### src/rtl/txq_pkg.sv
package txq_pkg;

  function automatic int unsigned wmax(input int unsigned a, input int unsigned b);
    return (a > b) ? a : b;
  endfunction

endpackage

### src/rtl/txq_mem.sv
module txq_mem #(
  parameter int W  = 8,
  parameter int AW = 4
) (
  input  logic          clk,
  input  logic          we,
  input  logic [AW-1:0] waddr,
  input  logic [W-1:0]  wdata,
  input  logic [AW-1:0] raddr,
  output logic [W-1:0]  rdata
);
  localparam int N = 1 << AW;

  logic [W-1:0] mem [N];

  always_ff @(posedge clk) begin
    if (we) mem[waddr] <= wdata;
  end

  always_ff @(posedge clk) begin
    if (we && (waddr == raddr)) rdata <= wdata;
    else                        rdata <= mem[raddr];
  end
endmodule

### src/rtl/txq_ctrl.sv
module txq_ctrl #(
  parameter int DEPTH = 16,
  localparam int AW = $clog2(DEPTH),
  localparam int CW = AW + 1
) (
  input  logic          clk,
  input  logic          rst,
  input  logic          push_vld,
  input  logic          pop_req,
  output logic          wr_en,
  output logic [AW-1:0] wr_addr,
  output logic [AW-1:0] rd_addr,
  output logic          valid,
  output logic          phase,
  output logic          ovfl
);
  logic [AW-1:0] head, tail, head_n;
  logic [CW-1:0] cnt, cnt_n;
  logic          full, empty, push_ok, pop_ok, pair_done;

  always_comb begin
    full      = (cnt == CW'(DEPTH));
    empty     = (cnt == '0);
    push_ok   = push_vld && !full;
    pop_ok    = pop_req && !empty;
    pair_done = pop_ok && phase;
    head_n    = head + AW'(pair_done);
    cnt_n     = cnt + CW'(push_ok) - CW'(pair_done);
  end

  assign wr_en   = push_ok;
  assign wr_addr = tail;
  assign rd_addr = head_n;

  always_ff @(posedge clk) begin
    if (rst) begin
      head  <= '0;
      tail  <= '0;
      cnt   <= '0;
      phase <= 1'b0;
      valid <= 1'b0;
      ovfl  <= 1'b0;
    end else begin
      head  <= head_n;
      tail  <= tail + AW'(push_ok);
      cnt   <= cnt_n;
      phase <= phase ^ pop_ok;
      valid <= (cnt_n != '0);
      ovfl  <= ovfl | (push_vld && full);
    end
  end


  cnt_bound_chk: assert property (@(posedge clk) disable iff (rst)
    cnt <= CW'(DEPTH));


  drop_flag_chk: assert property (@(posedge clk) disable iff (rst)
    (push_vld && full) |=> ovfl);


  ovfl_sticky_chk: assert property (@(posedge clk) disable iff (rst)
    ovfl |=> ovfl);


  empty_pop_chk: assert property (@(posedge clk) disable iff (rst)
    (pop_req && empty && !push_vld) |=> (cnt == '0) && !phase);
endmodule

### src/rtl/txstamp_queue.sv
module txstamp_queue #(
  parameter int DEPTH  = 16,
  parameter int PORT_W = 3,
  parameter int NS_W   = 30,
  parameter int ID_W   = 9,
  localparam int SW    = txq_pkg::wmax(NS_W, ID_W)
) (
  input  logic              clk,
  input  logic              rst,
  input  logic              push_vld,
  input  logic [PORT_W-1:0] push_port,
  input  logic [ID_W-1:0]   push_id,
  input  logic [NS_W-1:0]   push_ns,
  input  logic              pop_next,
  output logic              q_valid,
  output logic              q_ovfl,
  output logic              q_is_tx,
  output logic [PORT_W-1:0] q_port,
  output logic [SW-1:0]     q_stamp
);
  localparam int AW = $clog2(DEPTH);
  localparam int TW = NS_W + PORT_W;

  logic          wr_en, valid, phase, ovfl;
  logic [AW-1:0] wr_addr, rd_addr;
  logic [TW-1:0] time_rd;
  logic [ID_W-1:0] id_rd;

  txq_ctrl #(.DEPTH(DEPTH)) u_ctrl (
    .clk(clk), .rst(rst), .push_vld(push_vld), .pop_req(pop_next),
    .wr_en(wr_en), .wr_addr(wr_addr), .rd_addr(rd_addr),
    .valid(valid), .phase(phase), .ovfl(ovfl)
  );

  txq_mem #(.W(TW), .AW(AW)) u_time_mem (
    .clk(clk), .we(wr_en), .waddr(wr_addr), .wdata({push_port, push_ns}),
    .raddr(rd_addr), .rdata(time_rd)
  );

  txq_mem #(.W(ID_W), .AW(AW)) u_id_mem (
    .clk(clk), .we(wr_en), .waddr(wr_addr), .wdata(push_id),
    .raddr(rd_addr), .rdata(id_rd)
  );

  always_comb begin
    q_valid = valid;
    q_ovfl  = ovfl;
    q_is_tx = valid && !phase;
    q_port  = valid ? time_rd[TW-1:NS_W] : '0;
    if (!valid)     q_stamp = '0;
    else if (phase) q_stamp = SW'(id_rd);
    else            q_stamp = SW'(time_rd[NS_W-1:0]);
  end


  tx_then_id_chk: assert property (@(posedge clk) disable iff (rst)
    (q_valid && q_is_tx && pop_next) |=> (q_valid && !q_is_tx));


  id_then_next_chk: assert property (@(posedge clk) disable iff (rst)
    (q_valid && !q_is_tx && pop_next) |=> (!q_valid || q_is_tx));
endmodule

### config.mk
export PLATFORM = sky130hd
export DESIGN_NAME = txstamp_queue
export DESIGN_NICKNAME = d
export VERILOG_FILES = /design/src/rtl/txq_pkg.sv /design/src/rtl/txq_mem.sv /design/src/rtl/txq_ctrl.sv /design/src/rtl/txstamp_queue.sv
export SDC_FILE = /design/constraint.sdc
export NUM_CORES = 1
export LEC_CHECK = 0
export BUFFER_PORTS_ARGS = -buffer_cell sky130_fd_sc_hd__buf_2
export CORE_ASPECT_RATIO = 0.5
export CORE_MARGIN = 10
export CORE_UTILIZATION = 48
export CTS_CLUSTER_DIAMETER = 120
export DETAILED_ROUTE_END_ITERATION = 8
export PLACE_DENSITY_LB_ADDON = 0.3
export SLEW_MARGIN = 10
export SYNTH_ARGS = -nofsm -noshare
export SYNTH_HDL_FRONTEND = slang
export SYNTH_SLANG_ARGS = --single-unit
### constraint.sdc
create_clock -name clk -period 13 [get_ports clk]
set_clock_uncertainty 0.1 [all_clocks]
set_input_delay 0.65 -clock clk [delete_from_list [all_inputs] [get_ports clk]]
set_output_delay 0.65 -clock clk [all_outputs]
set_load 0.01 [all_outputs]
==> results of run 1 <==
==> sequential cells by signal, indices dropped and copies added (netlist names), named ones only <==
register / count
u_id_mem.mem: 144
u_ctrl.valid: 1
u_ctrl.ovfl: 1
u_ctrl.wr_addr: 4
u_time_mem.mem: 528
u_ctrl.phase: 1
u_ctrl.head: 4
u_ctrl.cnt: 5
==> routing by layer <==
metal | track usage | wire (um)
met5 | 0 | 0
met4 | 0.0387 | 1000
met3 | 0.0275 | 3770
met2 | 0.284 | 28700
met1 | 0.233 | 23500
==> power groups by stage <==
| stage | Clock [W] | Combinational, W | Sequential (W) |
|---|---|---|---|
| detailed placement | 0 | 0.000921 | 0.00263 |
| global route | 0.00181 | 0.000976 | 0.00259 |
| CTS | 0.00172 | 0.000925 | 0.00258 |
| floorplan | 0 | 0.000674 | 0.00260 |
| finish | 0.00169 | 0.000903 | 0.00258 |
| global placement | 0 | 0.000904 | 0.00262 |
==> cells by family (layout without fill, tap and decap cells) <==
kind of cell | count (synthesis) | count (layout) | share of synthesized area
XOR/XNOR | 9 | 9 | 0.00297
adder cells (fa/ha/maj) | 11 | 11 | 0.00546
flip-flops | 692 | 692 | 0.775
AO/OA/AOI/OAI | 42 | 42 | 0.0109
AND/OR/NAND/NOR | 96 | 96 | 0.0205
other | 0 | 1 | 0
multiplexers | 237 | 237 | 0.173
buffers and inverters | 68 | 226 | 0.0124
==> layout make-up <==
class                      count  area, um2
tap                          744        931
multi-input combinational    395       5760
clock inverter                33        265
clock buffer                  75       1560
sequential                   692      20600
inverter                      10       37.5
fill                        4040      24400
timing repair buffer         108        608
antenna                        1       2.50
==> worst paths after layout <==
check                                                         to                      start  cells past startpoint
worst max register to register  u_time_mem.mem[12][27]$_DFFE_PP_   u_ctrl.cnt[2]$_SDFF_PP0_                      7
worst max-delay path                                 q_stamp[28]                       flop                      6
worst min-delay path                      u_ctrl.ovfl$_SDFF_PP0_                   push_vld                      3
worst min register to register                              flop  u_ctrl.head[3]$_SDFF_PP0_                      1
==> cells in the mapped netlist, types with 2 or more instances <==
library cell	instances	share of area
sky130_fd_sc_hd__nor2b_1	11	0.0026
sky130_fd_sc_hd__nand2b_1	6	0.0014
sky130_fd_sc_hd__mux2_2	8	0.0034
sky130_fd_sc_hd__a22oi_1	8	0.0023
sky130_fd_sc_hd__o22ai_1	8	0.0019
sky130_fd_sc_hd__xnor2_1	4	0.0013
sky130_fd_sc_hd__clkbuf_1	24	0.0034
sky130_fd_sc_hd__dfxtp_1	20	0.015
sky130_fd_sc_hd__buf_1	3	0.00042
sky130_fd_sc_hd__buf_2	18	0.0034
sky130_fd_sc_hd__nor3_1	4	0.00075
sky130_fd_sc_hd__nand2_1	11	0.0016
sky130_fd_sc_hd__a21oi_1	4	0.00075
sky130_fd_sc_hd__a22o_1	8	0.0026
sky130_fd_sc_hd__mux4_2	176	0.15
sky130_fd_sc_hd__mux2_1	8	0.0034
sky130_fd_sc_hd__or3_1	2	0.00047
sky130_fd_sc_hd__nand3b_1	3	0.00085
sky130_fd_sc_hd__buf_4	12	0.0034
sky130_fd_sc_hd__nor2_1	20	0.0028
sky130_fd_sc_hd__edfxtp_1	672	0.76
sky130_fd_sc_hd__and4_1	8	0.0026
sky130_fd_sc_hd__xor2_1	5	0.0016
sky130_fd_sc_hd__inv_1	10	0.0014
sky130_fd_sc_hd__mux2i_1	45	0.017
sky130_fd_sc_hd__o21ai_0	9	0.0017
sky130_fd_sc_hd__nand3_1	3	0.00057
sky130_fd_sc_hd__and2_1	26	0.0061
sky130_fd_sc_hd__ha_1	10	0.0047
==> through the flow <==
stage	hold slack, ns	util
CTS	0.172	0.549
detailed placement	0.346	0.515
floorplan	0.326	-
global placement	0.332	0.515
global route	0.202	0.549
finish	0.197	0.549
==> worst max-delay path, delay by kind of cell, from the launching register on <==
family        cells  cell delay, ns
buf+inv           3            1.93
flops             1            0.85
mux               2            0.96
simple gates      1            0.18
==> Flow_metrics.wiki, run 1 <==
{| class="wikitable"
! Metric !! Value
|-
| Final Hold Violating Endpoints || 0
|-
| Worst slack, placed || around 8.2 ns
|-
| Combinational power share || 0.175
|-
| Number of distinct library cells after synthesis || 38
|-
| P_leak || 9.15 nW
|-
| Global-route wire length before repair || 84500 um
|-
| Clock transition at the registers of the reported paths || approximately 0.070 ns
|-
| Maximum level of the CTS H-tree || 2
|-
| Post-place instance area || 27900 um2
|-
| Post-detailed-route count of antenna-violating nets || 0
|-
| Fraction of registers with async set or reset after synthesis || 0
|-
| Seq/Total Area, Yosys || 0.775
|-
| Sort of element at the end of the critical path || output port
|-
| P per Cell Area || 174 nW/um2
|-
| Effective utilization at floorplan || 0.490
|-
| Fraction of final layout cells sized beyond drive strength 1 || 0.301
|-
| Iteration count of the initial detailed-routing pass || 7
|-
| Sum Neg Setup Slack || 0 ns
|-
| Post-synth top flop || sky130_fd_sc_hd__edfxtp_1
|-
| Placed wire-length estimate || a little over 30000 um
|-
| Seq cells post-synth || 692
|-
| Total power || approximately 0.0052 W
|-
| Synthesized cell area || 26600 um2
|-
| Switch Pwr || 0.00128 W
|-
| Initial antenna violation count || 1
|-
| Die extent in x || 353 um
|-
| Height of the die || 186 um
|-
| Detailed router's first-iteration violation count || 1240
|-
| Post-route fraction of the period consumed by the critical path || 0.416
|-
| Area Growth Syn to Fin || 12.0%
|-
| Pin slew with the least headroom to its limit || 1.09 ns
|-
| Peak VDD IR || 0.109 mV
|-
| Mean instance size in the synthesized netlist || 23.0 um2
|-
| Die outline area || 65700 um2
|-
| Leftover overflow at the end of global routing || 0
|-
| Power share of the clock group || 0.326
|-
| Worst endpoint data arrival time || 4.66 ns
|-
| Mean number of vias per cell || 5.88
|-
| Int Power || 0.00389 W
|-
| Maximum fanout encountered on the critical timing path || 69
|-
| Clk Tree Root Cell || sky130_fd_sc_hd__clkbuf_16
|-
| Detailed Route WL || 57000 um
|-
| Setup Viol. Count Final || 0
|-
| Area of all placed cells without fillers || approximately 30000 um2
|-
| Num rows || 60
|-
| Clk sinks || roughly 690
|-
| DRC violation count after routing || 0
|-
| Most frequent cells in the layout || sky130_fd_sc_hd__edfxtp_1, sky130_fd_sc_hd__mux4_2, sky130_fd_sc_hd__buf_2
|-
| Unrepaired setup endpoints after global routing || no
|-
| Net count after synthesis || 1212
|-
| Cells after synthesis || 1155
|-
| Vias || 12100
|-
| GRT Total Usage || 0.169
|-
| Worst-case setup margin in the final layout || 7.59 ns
|-
| Data required time at the worst endpoint || approximately 12 ns
|-
| Minimum period implied by the final worst setup slack || 5.41 ns
|-
| EDFF count, synth || 672
|-
| Pin count of the biggest net entering global routing || 70
|-
| Number of hold buffers added after CTS || 0
|-
| Number of nets in the finished design || between 1000 and 1500
|-
| Maximum clock path buffer count || 3
|-
| Post-CTS Setup Bufs || 0
|-
| Pins over their slew limit || 0
|-
| Post-detailed-route wirelength per cell || 27.7 um
|-
| Register-to-register setup slack || 9.67 ns
|-
| Max-cap viol count || 0
|-
| Clk Latency, worst-skew pair || 0.60 ns
|-
| Area inside the core boundary || 54200 um2
|-
| Slowest Stage Delay on Critical Path || 0.91 ns
|-
| Most common cell after layout, fill and taps aside || sky130_fd_sc_hd__edfxtp_1
|-
| Number of primary I/O pins || 82
|-
| Cell breakdown of the critical path || buf_4, buf_4, mux4_2, mux4_2, and2_1, buf_2
|-
| Run status || complete, no violations
|-
| Classification of the worst setup path || flop to output port
|-
| Cell Count Post-Placement || 1949
|-
| Type of the most critical hold path || primary input to flop
|-
| Library cell contributing the largest single delay on the critical path || sky130_fd_sc_hd__buf_4
|-
| Count of input and output buffers || between 80 and 90
|-
| Achievable frequency || between 0.15 and 0.2 GHz
|-
| Switching share of power || 0.247
|-
| Type of element launching the critical path || flop
|-
| Tightest slew margin relative to the limit || 0.270
|-
| Via count of the first global-routing pass || 12800
|-
| Sequential share of power || 0.499
|-
| Post-CTS Resized || 0
|-
| Synthesis Warnings || 0
|-
| Post-layout instance count excluding filler cells || 2058
|-
| Final weighted congestion of routability-driven global placement || 0.750
|-
| TritonCTS clock tree || built
|-
| TritonCTS buffer count || between 50 and 60
|}
Note: power is estimated with default switching activity, not from simulation.
==> inputs of run 2 (changes only) <==
--- a/config.mk
+++ b/config.mk
@@ -5,6 +5,7 @@
 export SDC_FILE = /design/constraint.sdc
 export NUM_CORES = 1
 export LEC_CHECK = 0
+export ABC_AREA = 1
 export BUFFER_PORTS_ARGS = -buffer_cell sky130_fd_sc_hd__buf_2
 export CORE_ASPECT_RATIO = 0.5
 export CORE_MARGIN = 10
==> constraint.sdc (replaced) <==
create_clock -name clk -period 4.8 [get_ports clk]
set_clock_uncertainty 0.1 [all_clocks]
set_input_delay 0.24 -clock clk [delete_from_list [all_inputs] [get_ports clk]]
set_output_delay 0.24 -clock clk [all_outputs]
set_load 0.01 [all_outputs]
==> Flow_metrics.wiki, run 2 <==
{| class="wikitable"
! Metric !! Value
|-
| TritonCTS clock tree || built
|-
| Classification of the worst setup path || flop to output port
|-
| Mean number of vias per cell || 5.29 (-10%)
|-
| Post-place instance area || 30000 um2 (+7.3%)
|-
| Pins over their slew limit || 0 (unchanged)
|-
| Num rows || 63 (+5.0%)
|-
| Area Growth Syn to Fin || 12.3%
|-
| Mean instance size in the synthesized netlist || 11.0 um2 (-52%)
|-
| GRT Total Usage || 0.199 (+0.0299)
|-
| Pin slew with the least headroom to its limit || 1.05 ns (-0.0457 ns)
|-
| Clk sinks || 692 (unchanged)
|-
| Max-cap viol count || 0 (unchanged)
|-
| Vias || 18800 (+55%)
|-
| Maximum clock path buffer count || 3 (unchanged)
|-
| Post-detailed-route wirelength per cell || 19.9 um (-28%)
|-
| Placed wire-length estimate || 36700 um (+19%)
|-
| Clock transition at the registers of the reported paths || 0.06 ns (about the same)
|-
| EDFF count, synth || 672 (unchanged)
|-
| Setup Viol. Count Final || 0 (unchanged)
|-
| Maximum fanout encountered on the critical timing path || 147 (+110%)
|-
| P_leak || 12.4 nW (+36%)
|-
| Die outline area || 70500 um2 (+7.3%)
|-
| Seq/Total Area, Yosys || 0.718 (-0.0571)
|-
| Post-CTS Setup Bufs || 0 (unchanged)
|-
| Pin count of the biggest net entering global routing || 151 (+120%)
|-
| Final Hold Violating Endpoints || 0 (unchanged)
|-
| Total inserted antenna cells || 0 (-1)
|-
| Top post-synthesis cells by count || sky130_fd_sc_hd__nand2_1, sky130_fd_sc_hd__edfxtp_1, sky130_fd_sc_hd__nand3_1
|-
| Type of the most critical hold path || flop to flop
|-
| Post-synth top flop || sky130_fd_sc_hd__edfxtp_1
|-
| Cell accounting for the most synthesized area || sky130_fd_sc_hd__edfxtp_1
|-
| Run status || complete, no violations
|-
| Via count of the first global-routing pass || 18500 (+45%)
|-
| Post-route fraction of the period consumed by the critical path || 0.764
|-
| Clk Latency, worst-skew pair || 0.62 ns (+0.02 ns)
|-
| Height of the die || 193 um (+3.5%)
|-
| Number of nets in the finished design || 2757 (+110%)
|-
| Fraction of final layout cells sized beyond drive strength 1 || 0.0791 (-0.222)
|-
| Number of primary I/O pins || 82 (unchanged)
|-
| Unrepaired setup endpoints after global routing || no
|-
| Synthesis Warnings || 0 (unchanged)
|-
| Leftover overflow at the end of global routing || 0 (unchanged)
|-
| Net count after synthesis || 2670 (+120%)
|-
| Final Util || 0.544 (-0.00482)
|-
| Sum Neg Setup Slack || 0 ns (unchanged)
|-
| Top reg by flops || u_time_mem.mem
|-
| Effective utilization at floorplan || 0.484 (-0.00568)
|-
| Global-route wire length before repair || 109000 um (+29%)
|-
| Achievable frequency || 0.273 GHz
|-
| Area inside the core boundary || 59200 um2 (+9.2%)
|-
| DRC violation count after routing || 0 (unchanged)
|-
| Detailed router's first-iteration violation count || 1952 (+57%)
|-
| Largest registers in the final layout || u_time_mem.mem x528, u_id_mem.mem x144, u_ctrl.cnt x5
|-
| TritonCTS buffer count || 60 (+1.7%)
|-
| Post-detailed-route count of antenna-violating nets || 0 (unchanged)
|-
| Final weighted congestion of routability-driven global placement || 0.769 (+2.6%)
|-
| Type of element launching the critical path || flop
|-
| Top-area cell type share of the netlist area || 0.704 (-0.0560)
|-
| Top post-synthesis cells by area || sky130_fd_sc_hd__edfxtp_1, sky130_fd_sc_hd__nand2_1, sky130_fd_sc_hd__nand3_1, sky130_fd_sc_hd__nor2_1, sky130_fd_sc_hd__inv_1
|-
| Clk Tree Root Cell || sky130_fd_sc_hd__clkbuf_16
|-
| Die extent in x || 366 um (+3.7%)
|-
| Data required time at the worst endpoint || 4.46 ns (-7.79 ns)
|-
| Most frequent cells in the layout || sky130_fd_sc_hd__nand2_1, sky130_fd_sc_hd__edfxtp_1, sky130_fd_sc_hd__nand3_1
|-
| Most common cell after layout, fill and taps aside || sky130_fd_sc_hd__nand2_1
|-
| Initial antenna violation count || 0 (-1)
|-
| Worst endpoint data arrival time || 3.33 ns (-1.33 ns)
|-
| Peak VDD IR || 0.337 mV (+210%)
|-
| Detailed Route WL || 70900 um (+24%)
|-
| Maximum level of the CTS H-tree || 2 (unchanged)
|-
| Flip-flop count of the largest register, all copies and words added || 528 (unchanged)
|-
| Count of input and output buffers || 81 (unchanged)
|-
| Fraction of registers with async set or reset after synthesis || 0 (unchanged)
|-
| Leading cell type by number of instances after synthesis || sky130_fd_sc_hd__nand2_1
|-
| Number of distinct library cells after synthesis || 23 (-39%)
|-
| P per Cell Area || 463 nW/um2 (+170%)
|-
| Cells after synthesis || 2613 (+130%)
|-
| Sort of element at the end of the critical path || output port
|-
| Post-CTS Resized || 0 (unchanged)
|-
| Seq cells post-synth || 692 (unchanged)
|-
| Tightest slew margin relative to the limit || 0.299 (+0.0288)
|-
| Iteration count of the initial detailed-routing pass || 6 (-1)
|-
| Area of all placed cells without fillers || 32200 um2 (+8.3%)
|-
| Synthesized cell area || 28700 um2 (+8.0%)
|-
| Minimum period implied by the final worst setup slack || 3.67 ns
|}
[run 2: final timing paths]
| check | end | slack, ns | start | cells after the start |
|---|---|---|---|---|
| worst max-delay path | q_stamp[14] | 1.13 | flop | 9 |
| worst min-delay path | flop | 0.35 | u_ctrl.head[3]$_SDFF_PP0_ | 1 |
| worst max register to register | u_id_mem.mem[14][2]$_DFFE_PP_ | 1.77 | u_ctrl.cnt[2]$_SDFF_PP0_ | 8 |
| worst min register to register | flop | 0.35 | u_ctrl.head[3]$_SDFF_PP0_ | 1 |
[run 2: worst max-delay path: stages, from the launching register on]
cell	delay (ns)
sky130_fd_sc_hd__dfxtp_4	0.51
sky130_fd_sc_hd__inv_8	0.70
sky130_fd_sc_hd__buf_12	0.43
sky130_fd_sc_hd__nand2_1	0.10
sky130_fd_sc_hd__nand2_1	0.08
sky130_fd_sc_hd__nand2_1	0.05
sky130_fd_sc_hd__nand3_1	0.16
sky130_fd_sc_hd__nand3_1	0.09
sky130_fd_sc_hd__a21oi_1	0.22
sky130_fd_sc_hd__buf_2	0.17
[run 2: repair_timing]
| item | CTS | global route |
|---|---|---|
| hold buffers | 46 | 0 |
| hold endpoints to repair | 687 | 0 |
| endpoints found under the setup margin | 0 | 0 |
[run 2: area by class of cell]
type                            instances  area [um2]
Clock buffer                           91        1670
Timing Repair Buffer                  167        1280
Clock inverter                         16         100
Tap cell                              812        1020
Multi-Input combinational cell       1569        6760
Fill cell                            4967       27000
Sequential cell                       692       20600
Inverter                              210         800
[run 2: layer usage]
layer  global-route usage  vias up  share of wire
li1                     -     8913              -
met1                0.271     9155           0.43
met2                0.335      638           0.48
met3               0.0305       97          0.067
met4               0.0512        0          0.021
met5                    0        -              0
[run 2: cell families after synthesis]
kind of cell / after synthesis / synth area share
AOI/OAI and AO/OA: 130 / 0.0228
xor gates and xnor gates: 6 / 0.00183
adders and majority gates: 11 / 0.00506
buffers and inverters: 352 / 0.0508
DFF: 692 / 0.718
and+or+nand+nor: 1422 / 0.202
[run 2: where the power goes]
part,internal (W),leakage (nW),total [W],switching [W]
clock,0.00243,0.856,0.00451,0.00208
sequential,0.00686,6.23,0.00699,0.000136
combinational,0.00100,5.34,0.00341,0.00241
total,0.0103,12.4,0.0149,0.00462
[run 2: metrics by stage]
step | setup WS, ns | cells | hold WS (ns) | power (W)
after floorplan | 1.49 | 2613 | 0.209 | 0.00942
after global placement | 1.83 | 3404 | 0.327 | 0.0104
after detailed placement | 1.81 | 3404 | 0.333 | 0.0105
after CTS | 1.14 | 3557 | 0.342 | 0.0150
after global routing | 0.948 | 3557 | 0.353 | 0.0157
final | 1.13 | 3557 | 0.348 | 0.0149
